<file path="src/rtl/tx_fifo_pkg.sv">
package tx_fifo_pkg;

  localparam int unsigned NUM_THR = 5;
  localparam int unsigned THR_W   = 9;

  // start level in bytes for each ascending code
  function automatic logic [THR_W-1:0] thr_bytes(input int unsigned code);
    case (code)
      0:       return THR_W'(32);
      1:       return THR_W'(64);
      2:       return THR_W'(128);
      3:       return THR_W'(192);
      default: return THR_W'(256);
    endcase
  endfunction

endpackage

</file>
<file path="src/rtl/tx_fifo_thr_map.sv">
module tx_fifo_thr_map
  import tx_fifo_pkg::*;
#(
  parameter int unsigned REQ_W = 9
) (
  input  logic [REQ_W-1:0] req_i,
  input  logic             sf_mode_i,
  input  logic             csum_full_i,
  output logic [THR_W-1:0] start_lvl_o,
  output logic             sf_eff_o
);

  logic [NUM_THR-1:0] hit;

  for (genvar k = 0; k < NUM_THR; k++) begin : g_cmp
    assign hit[k] = (32'(req_i) <= 32'(thr_bytes(k)));
  end

  // smallest setting at or above the request, else the top one
  always_comb begin
    int unsigned code;
    code = NUM_THR - 1;
    for (int k = NUM_THR - 1; k >= 0; k--) begin
      if (hit[k]) code = k;
    end
    start_lvl_o = thr_bytes(code);
  end

  assign sf_eff_o = sf_mode_i | csum_full_i;

endmodule

</file>
<file path="src/rtl/tx_fifo_store.sv">
module tx_fifo_store #(
  parameter  int unsigned DATA_W = 8,
  parameter  int unsigned DEPTH  = 512,
  localparam int unsigned AW     = (DEPTH > 1) ? $clog2(DEPTH) : 1,
  localparam int unsigned CW     = $clog2(DEPTH + 1)
) (
  input  logic              clk_i,
  input  logic              rst_ni,
  input  logic              clear_i,
  input  logic              push_i,
  input  logic [DATA_W-1:0] push_data_i,
  input  logic              push_last_i,
  input  logic              pop_i,
  output logic [DATA_W-1:0] head_data_o,
  output logic              head_last_o,
  output logic [CW-1:0]     level_o,
  output logic [CW-1:0]     frames_o,
  output logic              empty_o,
  output logic              full_o
);

  logic [DATA_W:0] mem_q [DEPTH];
  logic [AW-1:0]   wr_ptr_q, rd_ptr_q;
  logic [CW-1:0]   cnt_q, frm_q;
  logic            frm_in, frm_out;

  function automatic logic [AW-1:0] ptr_inc(input logic [AW-1:0] p);
    return (p == AW'(DEPTH - 1)) ? '0 : p + AW'(1);
  endfunction

  assign frm_in  = push_i & push_last_i;
  assign frm_out = pop_i & head_last_o;

  always_ff @(posedge clk_i or negedge rst_ni) begin
    if (!rst_ni) begin
      wr_ptr_q <= '0;
      rd_ptr_q <= '0;
      cnt_q    <= '0;
      frm_q    <= '0;
    end else if (clear_i) begin
      wr_ptr_q <= '0;
      rd_ptr_q <= '0;
      cnt_q    <= '0;
      frm_q    <= '0;
    end else begin
      if (push_i) wr_ptr_q <= ptr_inc(wr_ptr_q);
      if (pop_i)  rd_ptr_q <= ptr_inc(rd_ptr_q);
      case ({push_i, pop_i})
        2'b10:   cnt_q <= cnt_q + CW'(1);
        2'b01:   cnt_q <= cnt_q - CW'(1);
        default: cnt_q <= cnt_q;
      endcase
      case ({frm_in, frm_out})
        2'b10:   frm_q <= frm_q + CW'(1);
        2'b01:   frm_q <= frm_q - CW'(1);
        default: frm_q <= frm_q;
      endcase
    end
  end

  always_ff @(posedge clk_i) begin
    if (push_i && !clear_i) mem_q[wr_ptr_q] <= {push_last_i, push_data_i};
  end

  assign {head_last_o, head_data_o} = mem_q[rd_ptr_q];
  assign level_o  = cnt_q;
  assign frames_o = frm_q;
  assign empty_o  = (cnt_q == '0);
  assign full_o   = (cnt_q == CW'(DEPTH));

endmodule

</file>
<file path="src/rtl/tx_fifo_rd_ctrl.sv">
module tx_fifo_rd_ctrl #(
  parameter int unsigned CW    = 10,
  parameter int unsigned THR_W = 9
) (
  input  logic             clk_i,
  input  logic             rst_ni,
  input  logic             block_i,
  input  logic             empty_i,
  input  logic [CW-1:0]    level_i,
  input  logic [CW-1:0]    frames_i,
  input  logic [THR_W-1:0] start_lvl_i,
  input  logic             sf_eff_i,
  input  logic             head_last_i,
  input  logic             rd_ready_i,
  output logic             rd_valid_o,
  output logic             pop_o,
  output logic             uf_evt_o,
  output logic             in_frame_o
);

  logic in_frame_q;
  logic start_ok;

  // release of a new frame: complete frame stored, or level reached in threshold mode
  assign start_ok = (frames_i != '0) ||
                    (!sf_eff_i && (32'(level_i) >= 32'(start_lvl_i)));

  assign rd_valid_o = !block_i && !empty_i && (in_frame_q || start_ok);
  assign pop_o      = rd_valid_o & rd_ready_i;
  assign uf_evt_o   = !block_i && in_frame_q && rd_ready_i && empty_i;

  always_ff @(posedge clk_i or negedge rst_ni) begin
    if (!rst_ni)      in_frame_q <= 1'b0;
    else if (block_i) in_frame_q <= 1'b0;
    else if (pop_o)   in_frame_q <= !head_last_i;
  end

  assign in_frame_o = in_frame_q;

endmodule

</file>
<file path="src/rtl/tx_thresh_fifo.sv">
module tx_thresh_fifo
  import tx_fifo_pkg::*;
#(
  parameter int unsigned DATA_W = 8,
  parameter int unsigned DEPTH  = 512,
  parameter int unsigned REQ_W  = 9
) (
  input  logic              clk_i,
  input  logic              rst_ni,
  input  logic              wr_valid_i,
  input  logic [DATA_W-1:0] wr_data_i,
  input  logic              wr_last_i,
  output logic              wr_ready_o,
  output logic              rd_valid_o,
  output logic [DATA_W-1:0] rd_data_o,
  output logic              rd_last_o,
  input  logic              rd_ready_i,
  input  logic              cfg_sf_i,
  input  logic              cfg_csum_full_i,
  input  logic [REQ_W-1:0]  cfg_thr_req_i,
  input  logic              flush_i,
  output logic              flush_busy_o,
  output logic              underflow_o
);

  localparam int unsigned CW = $clog2(DEPTH + 1);

  logic             flush_q, uf_q, drop_q;
  logic             wr_acc, push, pop, uf_evt;
  logic             empty, full, head_last, sf_eff, in_frame;
  logic [DATA_W-1:0] head_data;
  logic [CW-1:0]    level, frames;
  logic [THR_W-1:0] start_lvl;

  tx_fifo_thr_map #(.REQ_W(REQ_W)) u_map (
    .req_i       (cfg_thr_req_i),
    .sf_mode_i   (cfg_sf_i),
    .csum_full_i (cfg_csum_full_i),
    .start_lvl_o (start_lvl),
    .sf_eff_o    (sf_eff)
  );

  // writes in drop state are taken and discarded
  assign wr_ready_o = !flush_q && (drop_q || !full);
  assign wr_acc     = wr_valid_i && wr_ready_o;
  assign push       = wr_acc && !drop_q;

  tx_fifo_store #(.DATA_W(DATA_W), .DEPTH(DEPTH)) u_store (
    .clk_i       (clk_i),
    .rst_ni      (rst_ni),
    .clear_i     (flush_q),
    .push_i      (push),
    .push_data_i (wr_data_i),
    .push_last_i (wr_last_i),
    .pop_i       (pop),
    .head_data_o (head_data),
    .head_last_o (head_last),
    .level_o     (level),
    .frames_o    (frames),
    .empty_o     (empty),
    .full_o      (full)
  );

  tx_fifo_rd_ctrl #(.CW(CW), .THR_W(THR_W)) u_rd (
    .clk_i       (clk_i),
    .rst_ni      (rst_ni),
    .block_i     (flush_q),
    .empty_i     (empty),
    .level_i     (level),
    .frames_i    (frames),
    .start_lvl_i (start_lvl),
    .sf_eff_i    (sf_eff),
    .head_last_i (head_last),
    .rd_ready_i  (rd_ready_i),
    .rd_valid_o  (rd_valid_o),
    .pop_o       (pop),
    .uf_evt_o    (uf_evt),
    .in_frame_o  (in_frame)
  );

  always_ff @(posedge clk_i or negedge rst_ni) begin
    if (!rst_ni) begin
      flush_q <= 1'b0;
      uf_q    <= 1'b0;
      drop_q  <= 1'b0;
    end else begin
      flush_q <= flush_i | uf_evt;
      if (uf_evt)       uf_q <= 1'b1;
      else if (flush_i) uf_q <= 1'b0;
      // writer is mid-frame on underflow; skip until its last byte
      if (uf_evt && !(wr_acc && wr_last_i)) drop_q <= 1'b1;
      else if (drop_q && wr_acc && wr_last_i) drop_q <= 1'b0;
    end
  end

  assign rd_data_o    = head_data;
  assign rd_last_o    = head_last;
  assign flush_busy_o = flush_q;
  assign underflow_o  = uf_q;

endmodule

</file>
<file path="config.mk">
export PLATFORM = sky130hd
export DESIGN_NAME = tx_thresh_fifo
export DESIGN_NICKNAME = d
export VERILOG_FILES = /design/src/rtl/tx_fifo_pkg.sv /design/src/rtl/tx_fifo_thr_map.sv /design/src/rtl/tx_fifo_store.sv /design/src/rtl/tx_fifo_rd_ctrl.sv /design/src/rtl/tx_thresh_fifo.sv
export SDC_FILE = /design/constraint.sdc
export NUM_CORES = 2
export LEC_CHECK = 0
export ABC_CLOCK_PERIOD_IN_PS = 5400
export BUFFER_PORTS_ARGS = -buffer_cell sky130_fd_sc_hd__buf_4
export CAP_MARGIN = 5
export CELL_PAD_IN_SITES_DETAIL_PLACEMENT = 0
export CELL_PAD_IN_SITES_GLOBAL_PLACEMENT = 2
export CORE_AREA = 2 2 592 594
export DETAILED_ROUTE_END_ITERATION = 10
export DIE_AREA = 0 0 594 596
export GPL_ROUTABILITY_DRIVEN = 0
export PLACE_DENSITY_LB_ADDON = 0.1
export SLEW_MARGIN = 10
export SYNTH_ARGS = -nofsm -noshare
export SYNTH_HDL_FRONTEND = slang
export SYNTH_MEMORY_MAX_BITS = 65536
export SYNTH_SLANG_ARGS = --single-unit
</file>
<file path="constraint.sdc">
create_clock -name clk_i -period 5.4 [get_ports clk_i]
set_input_delay 0.54 -clock clk_i [delete_from_list [all_inputs] [get_ports clk_i]]
set_output_delay 0.54 -clock clk_i [all_outputs]
set_load 0.01 [all_outputs]
</file>
Yosys cells after proc, flatten, opt, wreduce, memory -nomap -nowiden
Memory sizes are Yosys's and may differ from the RTL's.
Cells that the tools add are included.
{"block": "op_classes", "addsub": 6, "magnitude_cmp": 5, "eq_ne": 10, "muxes": 23, "bitwise": 5, "reduce_logical": 33}
{"op": "$mux W9", "count": 6}
{"op": "$pmux W10 S2", "count": 2}
{"op": "$pmux W9 S4", "count": 1}
{"op": "$logic_not A32 Y1", "count": 1}
{"op": "$add A10 B1 Y10 const B", "count": 2}
{"op": "$mux W10", "count": 2}
{"op": "$sub A10 B1 Y10 const B", "count": 2}
{"op": "$add A9 B1 Y9 const B", "count": 2}
{"op": "$eq A9 B9 Y1 const B", "count": 2}
{"op": "$le A9 B8 Y1 const B", "count": 2}
{"op": "$logic_and A1 B1 Y1", "count": 14}
{"op": "$mux W3", "count": 4}
{"op": "$eq A10 B10 Y1 const B", "count": 1}
{"op": "$ge A10 B9 Y1", "count": 1}
{"op": "$logic_not A10 Y1", "count": 1}
{"op": "$reduce_bool A10 Y1", "count": 1}
{"op": "$le A9 B6 Y1 const B", "count": 1}
{"op": "$le A9 B7 Y1 const B", "count": 1}
{"op": "$mux W1", "count": 8}
{"op": "$reduce_bool A2 Y1", "count": 4}
{"op": "$logic_not A1 Y1", "count": 7}
{"op": "$eq A3 B2 Y1 const B", "count": 2}
{"op": "$reduce_bool A3 Y1", "count": 2}
{"op": "$eq A2 B1 Y1 const B", "count": 2}
{"op": "other kinds (5)", "count": 11}
{"block": "word_totals", "regBits": 42, "ramBits": 4608, "in_bits": 25, "output_inout_bits": 13, "n_memories": 1}
{"name": "u_store.mem_q", "depth": 512, "width": 9, "rd": 1, "rd_ports_with_merged_regs": 0, "wr": 1, "line": "tx_fifo_store.sv:22", "source": "logic [DATA_W:0] mem_q [DEPTH];"}

Logic depth before layout (Yosys ltp)
{"block": "logic_depth", "depth_word": 17, "ltp_mapped": 24, "mapped_depth_nobuf": 24}

By module
Synthesis repeated with hierarchy kept, for this count alone.
{"block": "hier_totals", "hier_cells": 7738, "hier_area_um2": 180571.9}
{"module": "tx_fifo_store", "n_inst": 1, "cells_per_inst": 7661, "area_each_um2": 179926.3, "seq_area_each_um2": 139323.6}
{"module": "tx_fifo_rd_ctrl", "n_inst": 1, "cells_per_inst": 45, "area_each_um2": 351.6, "seq_area_each_um2": 25.0}
{"module": "tx_thresh_fifo", "n_inst": 1, "cells_per_inst": 12, "area_each_um2": 151.4, "seq_area_each_um2": 75.1}
{"module": "tx_fifo_thr_map", "n_inst": 1, "cells_per_inst": 20, "area_each_um2": 142.6, "seq_area_each_um2": 0.0}

Least setup slack after synthesis
No wires, ideal clock.
{"block": "synth_path", "path_type": "input port to flip-flop", "from": "input cfg_thr_req_i[4]", "to": "register u_store.cnt_q[9] (netlist: u_store.level_o[9])", "arrival_ns": 5.067, "required_time_ns": 5.322, "slack_ns": 0.255, "path_stages": 23, "path_buffers": 0, "path_cell_list": "nor3_1 > nand2_1 > a2111oi_0 > ha_1 > a31o_2 > a21o_1 > a21o_1 > a2111oi_0 > nor3_1 > nand2_1 > nor2_1 > ha_1 > a21o_1 > a21o_1 > a21o_1 > a21oi_1 > o21bai_1 > a21oi_1 > o21bai_1 > a21o_1 > mux2i_1 > mux2_2 > o2bb2ai_1"}
{"block": "synth_via", "elab_chain_len": 16, "elab_cells_between_ends": 24, "classes_between": "5 x order compare; 5 x eq/ne; 7 x mux; 1 x bitwise; 6 x reduce/logical"}
{"item": "from (decl)", "line": "tx_thresh_fifo.sv:20", "source": "input logic [REQ_W-1:0] cfg_thr_req_i,"}
{"item": "$le A9 B8 Y1", "line": "tx_fifo_thr_map.sv:16", "source": "assign hit[k] = (32'(req_i) <= 32'(thr_bytes(k)));"}
{"item": "$mux W3 (3 in a row)", "line": "tx_fifo_thr_map.sv:24", "source": "if (hit[k]) code = k;"}
{"item": "$mux W3 *", "line": "tx_fifo_thr_map.sv:24"}
{"item": "$logic_not A32 Y1, or another cell as far along", "line": "tx_fifo_pkg.sv:8", "source": "case (code)"}
{"item": "$pmux W9 S4 *", "line": "tx_fifo_pkg.sv:8"}
{"item": "$ge A10 B9 Y1 *", "line": "tx_fifo_rd_ctrl.sv:26", "source": "(!sf_eff_i && (32'(level_i) >= 32'(start_lvl_i)));"}
{"item": "$logic_and A1 B1 Y1 *", "line": "tx_fifo_rd_ctrl.sv:26"}
{"item": "$logic_or A1 B1 Y1 *", "line": "tx_fifo_rd_ctrl.sv:25", "source": "assign start_ok = (frames_i != '0) ||"}
{"item": "$logic_or A1 B1 Y1 *", "line": "tx_fifo_rd_ctrl.sv:28", "source": "assign rd_valid_o = !block_i && !empty_i && (in_frame_q || start_ok);"}
{"item": "$logic_and A1 B1 Y1 *", "line": "tx_fifo_rd_ctrl.sv:28"}
{"item": "$and A1 B1 Y1 *", "line": "tx_fifo_rd_ctrl.sv:29", "source": "assign pop_o = rd_valid_o & rd_ready_i;"}
{"item": "$eq A2 B1 Y1 or $eq A2 B2 Y1 (tied branches)", "line": "tx_fifo_store.sv:48", "source": "case ({push_i, pop_i})"}
{"item": "$pmux W10 S2", "line": "tx_fifo_store.sv:48"}
{"item": "$mux W10", "line": "tx_fifo_store.sv:40", "source": "end else if (clear_i) begin"}
{"item": "to (signal assigned)", "line": "tx_fifo_store.sv:49", "source": "2'b10: cnt_q <= cnt_q + CW'(1);"}
{"item": "to (signal assigned)", "line": "tx_fifo_store.sv:50", "source": "2'b01: cnt_q <= cnt_q - CW'(1);"}
{"item": "to (signal assigned)", "line": "tx_fifo_store.sv:51", "source": "default: cnt_q <= cnt_q;"}
{"item": "to (decl)", "line": "tx_fifo_store.sv:24", "source": "logic [CW-1:0] cnt_q, frm_q;"}
Every way passes the cells marked *; elsewhere a longest branch is shown, timed or not.
A chain may end at the register's enable or synchronous reset.

Worst setup path after layout
{"block": "layout_path", "from": "register u_store.rd_ptr_q[0]", "to": "output rd_data_o[1]"}
{"block": "layout_via", "elab_chain_len": 1}
{"item": "from (decl)", "line": "tx_fifo_store.sv:23", "source": "logic [AW-1:0] wr_ptr_q, rd_ptr_q;"}
{"item": "from (signal assigned)", "line": "tx_fifo_store.sv:47", "source": "if (pop_i) rd_ptr_q <= ptr_inc(rd_ptr_q);"}
{"item": "$mem_v2 Z512 W9"}
{"item": "to (decl)", "line": "tx_thresh_fifo.sv:15", "source": "output logic [DATA_W-1:0] rd_data_o,"}
No other way between the ends.

==> flow_metrics.env <==
export IMPL_synth_ff_type="edfxtp_1"
export IMPL_hold_class="input pin to flop"
export IMPL_clk_pin_slew_ns=0.06
export IMPL_register_area_sq_um=139400
export IMPL_grt_pass1_vias=84200
export IMPL_synth_xor_area_share_pct=0.07780
export IMPL_cts_made_buffers=474
export IMPL_min_to="u_store.mem_q[142][3]$_DFFE_PP_"
export IMPL_synth_top_family_by_area="multiplexers"
export IMPL_nets=8166
export IMPL_synth_top_area_share_pct=76.83
export IMPL_path_buf_inv=5
export IMPL_skew_ns=0.03381
export IMPL_wire_per_inst_um=34.71
export IMPL_initial_core_util_pct=51.79
export IMPL_synth_area_leader_cell="edfxtp_1"
export IMPL_min_path_cells=1
export IMPL_syn_nets=7679
export IMPL_multi_input_comb_area_sq_um=38940
export IMPL_clock_path_buffers=4
export IMPL_criticalPathCategory="flop to output port"
export IMPL_yosysSeqAreaShare_pct=77.41
export IMPL_num_fill_cells=24490
export IMPL_worst_slack_ns=-0.2416
export IMPL_drt_iter0_drc=9842
export IMPL_yosys_area_share_adder_pct=0.1639
export IMPL_endpoint_kind="output port"
export IMPL_worstHoldStart="wr_data_i[3]"
export IMPL_power_mw=75.26
export IMPL_placementRows=217
export IMPL_remaining_drc_errors=0
export IMPL_setup_violations=9
export IMPL_critical_path_top_delay_family="multiplexers"
export IMPL_synth_edf_count=4608
export IMPL_power_density_nw_per_um2=367.0
export IMPL_slew_violations=0
export IMPL_timing_rr_end="u_store.frames_o[8]$_DFFE_PN0P_"
export IMPL_synth_simple_area_share_pct=1.803
export IMPL_cp_slowest_cell="mux4_2"
export IMPL_routed_via_density=6.372
export IMPL_fmax_mhz=177.3
export IMPL_yosysUniqueCellTypes=60
export IMPL_reg2reg_depth=21
export IMPL_htree_levels=5
export IMPL_arrival_ns=5.10
export IMPL_finalWirelength_um=455700
export IMPL_p_leak_nw=61.41
export IMPL_most_common_layout_cells="edfxtp_1, mux4_2, nor2_1, clkbuf_16, buf_4"
export IMPL_synth_area_per_cell_sq_um=23.60
export IMPL_fin_crit_sh_pct=104.5
export IMPL_num_vias=83660
export IMPL_fp_dieH_um=596
export IMPL_drive_gt1_share_pct=31.10
export IMPL_clk_latency_ns=0.99
export IMPL_grt_max_degree=179
export IMPL_synthArstFlopShare_pct=0.9032
export IMPL_drtPass1Iterations=5
export IMPL_synth_area_sq_um=180100
export IMPL_cap_violations=0
export IMPL_synth_cells=7631
export IMPL_clock_sinks=4650
export IMPL_failed_checks="setup timing"
export IMPL_ios=38
export IMPL_peakVddDrop_uv=292.3
export IMPL_required_ns=4.86
export IMPL_antenna_found_initial=38
export IMPL_ys_ff_latch=4650
export IMPL_rsz0062_at_grt="yes"
export IMPL_startpoint="u_store.rd_ptr_q[0]$_DFFE_PN0P_"
export IMPL_synthTopCellsByArea="edfxtp_1, mux4_2, nor2_1, dfrtp_1, clkbuf_1"
export IMPL_dieArea_sq_um=354000
export IMPL_yosysWarnings=0
export IMPL_fp_dieW_um=594
export IMPL_r2r_start="u_store.rd_ptr_q[0]$_DFFE_PN0P_"
export IMPL_antenna_left=0
export IMPL_final_common_cell="edfxtp_1"
export IMPL_status="finished, violations left"
export IMPL_slowest_delay_ns=0.65
export IMPL_reg2reg_slack_ns=0.14
export IMPL_cts_tree="yes"
export IMPL_cpMostUsedCell="mux4_2"
export IMPL_grt_usage_pct=25.72
export IMPL_synthMuxAreaShare_pct=18.88
export IMPL_tightest_slew_ns=1.284
export IMPL_hold_violations=0
export IMPL_root_buffer="clkbuf_16"
export IMPL_critPathMaxFanout=8
export IMPL_tns_ns=-1.538
export IMPL_synth_compound_area_share_pct=0.5377
export IMPL_dp_hpwl_um=277000
export IMPL_grt_pass1_wl_um=646500
export IMPL_core_area_sq_um=347800
export IMPL_max_slew_margin_pct=14.43
export IMPL_path_cells="buf_12 -> buf_16 -> buf_16 -> buf_16 -> mux4_2 -> mux4_2 -> mux4_2 -> mux4_2 -> mux2_4 -> buf_6"
export IMPL_syn_to_final_growth_pct=13.85
export IMPL_grt_ovfl_total=0
export IMPL_period_minus_slack_ns=5.642
export IMPL_start_kind="flop"
export IMPL_numPortBuffers=37
[worst reg2reg max path, delay by kind of cell, from the launching register on]
kind            cells  cell delay [ns]
flops               1             0.50
simple gates        3             0.52
mux                 1             0.29
buf+inv             8             1.23
xor+xnor            1             0.15
fa+ha+maj           1             0.28
compound gates      7             2.18
[cells by family (layout without fill, tap and decap cells)]
kind of cell,count (synthesis),after routing
muxes,1540,1540
AOI/OAI and AO/OA,143,143
DFF,4650,4650
and+or+nand+nor,786,786
buffers and inverters,473,1360
xor gates and xnor gates,16,16
adders and majority gates,23,23
other,0,13
[worst max path at each step]
stage          cells after the start  slack [ns]                              to
2_1_floorplan                     23        0.25  u_store.level_o[9]$_DFFE_PN0P_
3_3_place_gp                      25       -0.09  u_store.level_o[9]$_DFFE_PN0P_
3_5_place_dp                      25        0.03  u_store.level_o[9]$_DFFE_PN0P_
4_1_cts                           10       -0.29                    rd_data_o[1]
5_1_grt                           10       -0.26                    rd_data_o[1]
6_report                          10       -0.24                    rd_data_o[1]
[synthesized netlist by cell type, drive strengths merged (9+ instances only)]
library cell  instances
a21o                 12
a21oi                24
buf                 193
o31ai                 9
nand3                32
mux4               1484
nor2b                18
nor3                 14
nor2                560
dfrtp                42
nor3b                10
clkbuf              260
o21ai                29
ha                   22
inv                  19
mux2i                40
nand2               100
edfxtp             4608
mux2                 16
and3                  9
a22oi                12
nand4                 9
[what timing repair did]
item / 4_1_cts / 5_1_grt
resized for setup: 59 / 36
gates cloned: 12 / 9
setup endpoints to repair: 9 / 11
hold endpoints to repair: 218 / 0
pin swaps: 3 / 4
hold buffers: 8 / 0
buffers inserted: 33 / 16
[layer usage]
metal / part of all wire (%) / track usage, %
met1: 43 / 39.25
met2: 48 / 40.14
met3: 7.2 / 3.746
met4: 2.1 / 5.423
met5: 0.0029 / 0
[where the power goes]
part           switching [mW]  internal, mW  leakage (nW)
clock network            13.6          18.5          7.36
registers              0.0188          39.7          42.0
logic                    1.94          1.59          12.1
[through the flow]
stage | hold slack, ns | instances | utilization (%) | instance area (sq um) | setup slack, ns
floorplan | 0.2444 | 7631 | - | 180100 | 0.2545
global route | 0.04254 | 13120 | 58.95 | 205000 | -0.2618
finish | 0.03325 | 13130 | 58.96 | 205100 | -0.2416
detailed placement | 0.5087 | 12170 | 54.19 | 188500 | 0.03266
global placement | 0.5045 | 12170 | 54.19 | 188500 | -0.08616
CTS | 0.01097 | 13100 | 58.83 | 204600 | -0.2884
[area by class of cell]
cell class	count	share of cell area, %
antenna	13	0.01586
clock buffer	605	6.149
clock inverter	271	1.199
inverter	20	0.04027
multi-input combinational	2508	18.99
sequential	4650	68.00
tap	4599	2.806
timing repair buffer	464	2.798
[registers in the layout, summed over array words and instances (netlist names)]
| register | flops |
|---|---|
| u_store.mem_q | 4608 |
| u_store.rd_ptr_q | 9 |
| u_store.level_o | 10 |
| underflow_o | 1 |
| u_store.wr_ptr_q | 9 |
| drop_q | 1 |
| flush_busy_o | 1 |
| u_store.frames_o | 10 |
| u_rd.in_frame_o | 1 |
(Power assumes the default switching activity.)
